===== src/rtl/colgen_pkg.sv =====
package colgen_pkg;
  localparam int COL_W = 8;
  localparam int LEN_W = 3;

  localparam logic [LEN_W-1:0] LEN_FULL = 3'b111;

  typedef struct packed {
    logic             legal;
    logic             full;
    logic [COL_W-1:0] mask;
  } burst_cfg_t;
endpackage


===== src/rtl/colgen_len_decode.sv =====
module colgen_len_decode
  import colgen_pkg::*;
#(
  parameter int CW = COL_W,
  parameter int LW = LEN_W,
  parameter int MAX_FIXED_LOG = 3
) (
  input  logic [LW-1:0] code_i,
  input  logic          ilv_i,
  output logic          legal_o,
  output logic          full_o,
  output logic [CW-1:0] mask_o
);
  localparam logic [LW-1:0] FULL_CODE = {LW{1'b1}};

  logic [CW-1:0] fixed_mask;
  logic          is_fixed;

  assign is_fixed = (int'(code_i) <= MAX_FIXED_LOG);

  // Offset mask of a fixed burst: one bit set per doubling of length.
  for (genvar b = 0; b < CW; b++) begin : g_mask
    assign fixed_mask[b] = (b < int'(code_i));
  end

  always_comb begin
    legal_o = 1'b0;
    full_o  = 1'b0;
    mask_o  = '0;
    if (is_fixed) begin
      legal_o = 1'b1;
      mask_o  = fixed_mask;
    end else if (code_i == FULL_CODE && !ilv_i) begin
      legal_o = 1'b1;
      full_o  = 1'b1;
      mask_o  = {CW{1'b1}};
    end
  end
endmodule


===== src/rtl/colgen_addr_order.sv =====
module colgen_addr_order
  import colgen_pkg::*;
#(
  parameter int CW = COL_W
) (
  input  logic [CW-1:0] base_i,
  input  logic [CW-1:0] mask_i,
  input  logic [CW-1:0] beat_i,
  input  logic          ilv_i,
  output logic [CW-1:0] col_o
);
  logic [CW-1:0] sum;

  assign sum = base_i + beat_i;

  // Masked bits move with the beat; unmasked bits keep the block address.
  for (genvar i = 0; i < CW; i++) begin : g_bit
    assign col_o[i] = mask_i[i] ? (ilv_i ? (base_i[i] ^ beat_i[i]) : sum[i])
                                : base_i[i];
  end
endmodule


===== src/rtl/colgen_beat_ctrl.sv =====
module colgen_beat_ctrl
  import colgen_pkg::*;
#(
  parameter int CW = COL_W
) (
  input  logic          clk,
  input  logic          rst_n,
  input  logic          start_i,
  input  logic [CW-1:0] start_col_i,
  input  logic          ilv_i,
  input  logic          legal_i,
  input  logic          full_i,
  input  logic [CW-1:0] mask_i,
  input  logic          stop_i,
  input  logic          ready_i,
  output logic          busy_o,
  output logic          last_o,
  output logic          bad_o,
  output logic [CW-1:0] base_o,
  output logic [CW-1:0] mask_o,
  output logic [CW-1:0] beat_o,
  output logic          ilv_o
);
  burst_cfg_t    cfg_q;
  logic          busy_q, ilv_q, bad_q;
  logic [CW-1:0] base_q, beat_q;
  logic          accept, fire;

  assign accept = start_i && !busy_q && legal_i;
  assign fire   = busy_q && ready_i;
  assign last_o = busy_q && (cfg_q.full ? stop_i : (beat_q == cfg_q.mask));

  always_ff @(posedge clk) begin
    if (!rst_n) begin
      busy_q <= 1'b0;
      bad_q  <= 1'b0;
      beat_q <= '0;
      base_q <= '0;
      ilv_q  <= 1'b0;
      cfg_q  <= '0;
    end else begin
      bad_q <= start_i && !busy_q && !legal_i;
      if (accept) begin
        busy_q <= 1'b1;
        beat_q <= '0;
        base_q <= start_col_i;
        ilv_q  <= ilv_i;
        cfg_q  <= '{legal: 1'b1, full: full_i, mask: mask_i};
      end else if (fire) begin
        if (last_o) busy_q <= 1'b0;
        else        beat_q <= beat_q + 1'b1;
      end
    end
  end

  assign busy_o = busy_q;
  assign bad_o  = bad_q;
  assign base_o = base_q;
  assign mask_o = cfg_q.mask;
  assign beat_o = beat_q;
  assign ilv_o  = ilv_q;

  // a stalled beat keeps its index
  assert_stall_holds_beat_R7: assert property (@(posedge clk) disable iff (!rst_n)
    busy_q && !ready_i |=> busy_q && $stable(beat_q));
  // a rejected request never opens a burst
  assert_bad_no_burst_R6: assert property (@(posedge clk) disable iff (!rst_n)
    start_i && !busy_q && !legal_i |=> !busy_q && bad_q);
  // fixed bursts end only when the index reaches the block size
  assert_fixed_end_R10: assert property (@(posedge clk) disable iff (!rst_n)
    busy_q && !cfg_q.full && fire && (beat_q != cfg_q.mask) |=> busy_q);
endmodule


===== src/rtl/sdram_burst_colgen.sv =====
module sdram_burst_colgen
  import colgen_pkg::*;
#(
  parameter int CW = COL_W,
  parameter int LW = LEN_W
) (
  input  logic          clk,
  input  logic          rst_n,
  input  logic          start_i,
  input  logic [CW-1:0] start_col_i,
  input  logic [LW-1:0] len_code_i,
  input  logic          ilv_i,
  input  logic          stop_i,
  input  logic          col_ready_i,
  output logic [CW-1:0] col_o,
  output logic          col_valid_o,
  output logic          col_last_o,
  output logic          bad_req_o
);
  logic          dec_legal, dec_full;
  logic [CW-1:0] dec_mask;
  logic [CW-1:0] base, mask, beat;
  logic          ilv_run, busy;

  colgen_len_decode #(.CW(CW), .LW(LW)) u_dec (
    .code_i (len_code_i),
    .ilv_i  (ilv_i),
    .legal_o(dec_legal),
    .full_o (dec_full),
    .mask_o (dec_mask)
  );

  colgen_beat_ctrl #(.CW(CW)) u_ctrl (
    .clk        (clk),
    .rst_n      (rst_n),
    .start_i    (start_i),
    .start_col_i(start_col_i),
    .ilv_i      (ilv_i),
    .legal_i    (dec_legal),
    .full_i     (dec_full),
    .mask_i     (dec_mask),
    .stop_i     (stop_i),
    .ready_i    (col_ready_i),
    .busy_o     (busy),
    .last_o     (col_last_o),
    .bad_o      (bad_req_o),
    .base_o     (base),
    .mask_o     (mask),
    .beat_o     (beat),
    .ilv_o      (ilv_run)
  );

  colgen_addr_order #(.CW(CW)) u_order (
    .base_i(base),
    .mask_i(mask),
    .beat_i(beat),
    .ilv_i (ilv_run),
    .col_o (col_o)
  );

  assign col_valid_o = busy;

  // first beat carries the captured start column
  assert_first_beat_R9: assert property (@(posedge clk) disable iff (!rst_n)
    $rose(col_valid_o) |-> col_o == $past(start_col_i));
  // stalled output is held
  assert_stall_stable_R7: assert property (@(posedge clk) disable iff (!rst_n)
    col_valid_o && !col_ready_i |=> col_valid_o && $stable(col_o));
  // stream closes right after the last handshake
  assert_close_after_last_R2: assert property (@(posedge clk) disable iff (!rst_n)
    col_valid_o && col_ready_i && col_last_o |=> !col_valid_o);
  // an open burst is not dropped or restarted by a new strobe
  assert_no_restart_R8: assert property (@(posedge clk) disable iff (!rst_n)
    col_valid_o && !(col_ready_i && col_last_o) |=> col_valid_o);
  // successive beats of a burst use distinct columns
  assert_beats_distinct_R3: assert property (@(posedge clk) disable iff (!rst_n)
    col_valid_o && col_ready_i && !col_last_o |=> col_o != $past(col_o));
  // a rejection pulse never coincides with a beat
  assert_bad_exclusive_R6: assert property (@(posedge clk) disable iff (!rst_n)
    bad_req_o |-> !col_valid_o);
endmodule


===== config.mk =====
export PLATFORM = sky130hd
export DESIGN_NAME = sdram_burst_colgen
export DESIGN_NICKNAME = d
export VERILOG_FILES = /design/src/rtl/colgen_pkg.sv /design/src/rtl/colgen_len_decode.sv /design/src/rtl/colgen_addr_order.sv /design/src/rtl/colgen_beat_ctrl.sv /design/src/rtl/sdram_burst_colgen.sv
export SDC_FILE = /design/constraint.sdc
export NUM_CORES = 1
export LEC_CHECK = 0
export CORE_MARGIN = 2
export CORE_UTILIZATION = 45
export CTS_BUF_LIST = sky130_fd_sc_hd__clkbuf_2
export DETAILED_ROUTE_END_ITERATION = 7
export PLACE_DENSITY = 0.71
export SYNTH_ARGS = -nofsm -noshare
export SYNTH_HDL_FRONTEND = slang
export SYNTH_HIERARCHICAL = 1
export SYNTH_SLANG_ARGS = --single-unit

===== constraint.sdc =====
create_clock -name clk -period 2.3 [get_ports clk]
set_input_delay 0.23 -clock clk [delete_from_list [all_inputs] [get_ports clk]]
set_output_delay 0.23 -clock clk [all_outputs]
set_load 0.02 [all_outputs]

* Word level (Yosys, flattened, before mapping)
Cells that the tools add are included.
** Storage, ports and cells
- Bits of input ports :: 17
- Bits in registers :: 28
- Output and inout bits :: 11
- Word-level logic and storage cells :: 68
** Operators by class
- Multiplexer cells :: 25
- $lt $le $gt $ge :: 8
- Bitwise logic cells :: 10
- Equal/unequal tests :: 2
- $add $sub $neg :: 2
- Reductions and logical operators :: 14
** Operators with widths (number)
- 1-bit 2-to-1 mux :: 23
- 8-bit 2-to-1 mux :: 2
- 3-bit less-than comparator (first input constant) :: 3
- 8-bit by 1-bit adder with 8-bit output (second input constant) :: 1
- 8-bit adder :: 1
- 8-bit equality test :: 1
- 1-bit XOR :: 8
- 1-bit logical AND :: 6
- 1-bit by 3-bit less-than comparator with 1-bit output (first input constant) :: 2
- 2-bit by 3-bit less-than comparator with 1-bit output (first input constant) :: 2
- 2-bit AND reduction :: 2
- 2-bit nonzero test :: 2
- 3-bit equality test (second input constant) :: 1
- 3-bit by 2-bit <= comparator with 1-bit output (second input constant) :: 1
- 1-bit logical NOT :: 3
- 1-bit inverter :: 2
- 2-bit OR reduction :: 1

* Depth between registers and ports, before layout
- Depth after elaboration :: 7
- Mapped depth :: 8
- Mapped depth without buffers :: 8

* By module
Netlist, hierarchy kept.
** Modules (own cells, without submodules)
- colgen_beat_ctrl :: seq. area each 560.5 um^2, cells an instance 156, area an instance 1332.5 um^2, times used 1
- colgen_addr_order :: seq. area each 0.0 um^2, cells an instance 61, area an instance 417.9 um^2, times used 1
- colgen_len_decode :: seq. area each 0.0 um^2, cells an instance 14, area an instance 98.8 um^2, times used 1

* Least setup slack after synthesis
OpenSTA, ideal clock, no wires.
- Path kind :: flip-flop to output port
- Start :: register u_ctrl.beat_q[0] (netlist: u_ctrl/beat_o[0])
- End :: output col_o[6]
- Setup slack :: -0.017 ns
- Cell stages (with the launch flop) :: 9
- Arrival :: 2.087 ns
- Path buffers :: 0
- Required time :: 2.070 ns
- Cells stage by stage :: dfxtp_1 > ha_1 > inv_1 > fa_1 > or2b_1 > a211oi_1 > a31oi_1 > xnor2_1 > mux2_2
** On the way
- Word-level cells in the longest chain between the ends :: 3
** Ends and longest elaborated chain
- from (decl) :: RTL line colgen_beat_ctrl.sv:26 : logic [CW-1:0] base_q, beat_q;
- from (signal assigned) :: RTL line colgen_beat_ctrl.sv:51 : else beat_q <= beat_q + 1'b1;
- 8-bit adder :: RTL line colgen_addr_order.sv:14 : assign sum = base_i + beat_i;
- 1-bit 2-to-1 mux (2 in series) :: RTL line colgen_addr_order.sv:18 : assign col_o[i] = mask_i[i] ? (ilv_i ? (base_i[i] ^ beat_i[i]) : sum[i])
- to (decl) :: RTL line sdram_burst_colgen.sv:15 : output logic [CW-1:0] col_o,
Every way passes these cells.

* Worst setup path in the final report
- Start :: register u_ctrl.base_q[0] (netlist: u_ctrl/base_o[0])
- End :: output col_o[6]
** On the way
- Word-level cells in the longest chain between the ends :: 3
** Ends and longest elaborated chain
- from (decl) :: RTL line colgen_beat_ctrl.sv:26
- from (signal assigned) :: RTL line colgen_beat_ctrl.sv:46 : base_q <= start_col_i;
- 8-bit adder :: RTL line colgen_addr_order.sv:14
- 1-bit 2-to-1 mux (2 in series) :: RTL line colgen_addr_order.sv:18
Every way passes these cells.

==> summary.md <==
STA
• Finish-stage setup viols: 4
• final setup TNS: -0.988 ns
• hold_ws: 0.347 ns
• post-layout min period: 2.65 ns
• count of pins over their slew limit: 0
• highest achievable clock rate: 377 MHz
• worst setup margin: -0.352 ns
• final critical-path share of the clock period: 115%
• Clock Skew: 0.00488 ns
• worst-case headroom to the max-slew limit: 56.4%
• number of hold violations in the final report: 0
• transition time of the tightest slew-check pin: 0.652 ns
• unrepaired setup endpoints after global routing: yes

Global route
• global router's overall resource usage: 21.2%
• largest net degree at the start of global routing: 23
• global-route wire length before repair: 7380 um
• Remaining Overflow, GRT: 0
• vias in the first global route: 1,618
• number of antenna violations at the first check in global routing: 0

Detailed routing
• DRT Pass-1 Iters: 4
• Residual DRC: 0
• Via-to-Cell Ratio: 5.30
• iteration-0 DRC count of the detailed router: 73
• Wirelength per Cell: 13.6 um
• Antenna Nets Post-Route: 0
• number of vias after detailed routing: 1,724
• total wire length after detailed routing: 4430 um

CTS
• number of clock sinks: 28
• clock tree root buffer cell: clkbuf_2
• TritonCTS clock tree: done
• H-tree lvl count: 1
• total clock buffers created by CTS: 3
• buffer depth of the longest clock path: 2
• post-CTS clock slew at the launch and capture registers of the worst setup and hold paths: 0.26 ns
• Clock Latency Late Sink: 0.39 ns

Die
• boundary pin count: 28
• starting density of the core: 46.6%
• Die Width: 68.1 um
• area of the placeable core: 3970 um^2
• die extent in y: 68.1 um
• floorplan row count: 23
• die area: 4640 um^2

Logic synthesis
• top-area cell type share of the netlist area: 30.3%
• most frequently used flop master after synthesis: dfxtp_1
• number of unique standard cell types used by synthesis: 46
• top post-synthesis cells by area: dfxtp_1 30%, nand2_1 9.1%, a21boi_0 7.7%
• post-synthesis async set-or-reset flop share: 0%
• Post-synth EDFFs: 0
• synthesis-stage register bit count: 28
• Net Count, Synth: 257
• register area share after synthesis: 30.3%
• Synth area leader: dfxtp_1
• mean post-synth cell area: 8.01 um^2
• cell count after synthesis: 231
• number of synthesis warnings: 6
• netlist area before placement: 1850 um^2

Worst setup path
• required time of the critical path: 2.07 ns
• crit path from: u_ctrl/base_o[0]
• Setup crit end kind: output port
• worst endpoint data arrival time: 2.42 ns
• type of element launching the critical path: flop
• launch point of the worst reg-to-reg path: u_ctrl/beat_o[6]
• largest fanout on the critical path: 2
• category of the critical setup timing path: flop to output port

Placed design
• quantity of I/O buffers inserted on ports: 27
• gp weighted congestion: 0.860
• Post-DP HPWL: 3240 um
• placed instance area: 2290 um^2

Power
• total power: 934 uW
• peak supply drop: 0.188 mV
• reported leakage power: 0.980 nW
• Power Density: 385 nW/um^2

Layout
• final layout net count: 302
• layout cells sized above 1: 28.4%
• diode insertion count for antenna repair: 0
• post-layout instance area: 2430 um^2
• Layout area overhead: 31.2%

Status
• status: complete, but fails checks
• violations in the final reports: setup timing

Run
• number of violations of the max-capacitance limit: 0

Worst hold path
• path class of the lowest-slack min-delay path: primary input to flop
• launch instance of the worst min-delay path: start_col_i[3]

flip-flops by register name (all words and copies together), names as in the netlist:
signal,cells
u_ctrl/base_o,8
u_ctrl/ilv_o,1
u_ctrl/cfg_q,1
u_ctrl/mask_o,8
u_ctrl/beat_o,8
u_ctrl/bad_o,1
u_ctrl/busy_o,1
metrics by stage:
step / setup slack [ns] / std cells / util, %
2_1_floorplan: 0.0559 / 231 / -
3_3_place_gp: -0.349 / 318 / 57.7
3_5_place_dp: -0.380 / 318 / 57.7
4_1_cts: -0.432 / 324 / 60.6
5_1_grt: -0.438 / 325 / 61.1
6_report: -0.352 / 325 / 61.1
power breakdown:
part / switching, mW / leakage [nW] / internal (mW)
logic: 0.107 / 0.735 / 0.115
clock network: 0.157 / 0.0140 / 0.0377
registers: 0.0175 / 0.231 / 0.501
total: 0.281 / 0.980 / 0.654
layer usage:
metal	vias to the layer above	global-route usage, %	wire length [um]
met5	-	0	0
met4	0	9.00	91
met3	9	2.30	135
met2	43	34.3	2030
met1	795	28.5	2170
li1	877	-	-
logic make-up after synthesis:
logic type	Yosys count	synth area share, %
simple gates	98	25.7
compound gates	54	20.5
flops	28	30.3
buf+inv	24	7.92
xor+xnor	13	6.16
fa+ha+maj	9	6.50
mux	5	2.91
cells in the final DEF, fill, tap and decap left out, types with 4 or more instances in the layout:
cell type	count
inv_1	4
nor2_1	18
nand2_1	45
a21oi_1	6
nor3b_1	6
a31oi_1	4
buf_4	34
dfxtp_2	7
ha_4	4
nand3_1	6
clkdlybuf4s50_1	19
o21ai_0	7
clkbuf_2	5
xnor2_1	4
a21boi_0	19
xor2_1	8
dfxtp_1	20
ha_1	4
synth_stat cells, types with 2 or more instances:
library cell,count
a211oi_1,3
a21boi_0,19
a21oi_1,8
a31o_2,2
a31oi_1,4
and2_1,2
and3_1,2
buf_4,9
buf_6,3
clkbuf_1,7
dfxtp_1,28
ha_1,8
inv_1,5
mux2_2,3
mux2i_1,2
nand2_1,45
nand3_1,6
nand3b_1,3
nand4_1,3
nor2_1,19
nor3b_1,6
nor4bb_1,2
o21ai_0,7
o21bai_1,2
xnor2_1,5
xor2_1,8
worst max-delay path, stage by stage (launching register included):
cell and delay [ns]:
dfxtp_2 0.42, ha_4 0.14, inv_2 0.03, fa_2 0.32
or2b_1 0.24, a211oi_2 0.22, a31oi_1 0.13, xnor2_1 0.13
mux2_4 0.27, buf_6 0.13
what timing repair did:
action	CTS	global route
setup buffers	2	1
pin swaps	13	13
hold buffers	0	0
gates resized for setup	49	19
gates cloned	0	0
endpoints found under the setup margin	8	8
path summary, 6_finish.rpt:
kind | end | slack [ns] | cells past startpoint
max | col_o[6] | -0.35 | 9
min | u_ctrl/base_o[3] | 0.35 | 3
max reg2reg | u_ctrl/beat_o[4] | 0.19 | 7
min reg2reg | u_ctrl/base_o[3] | 0.52 | 2
layout make-up:
cell class	instances	area [um^2]
Clock buffer	3	15.0
Clock inverter	1	3.75
Fill cell	359	1550
Inverter	5	18.8
Multi-Input combinational cell	179	1240
Sequential cell	28	573
Tap cell	50	62.6
Timing Repair Buffer	59	509
Note: power is estimated with default switching activity, not from simulation.
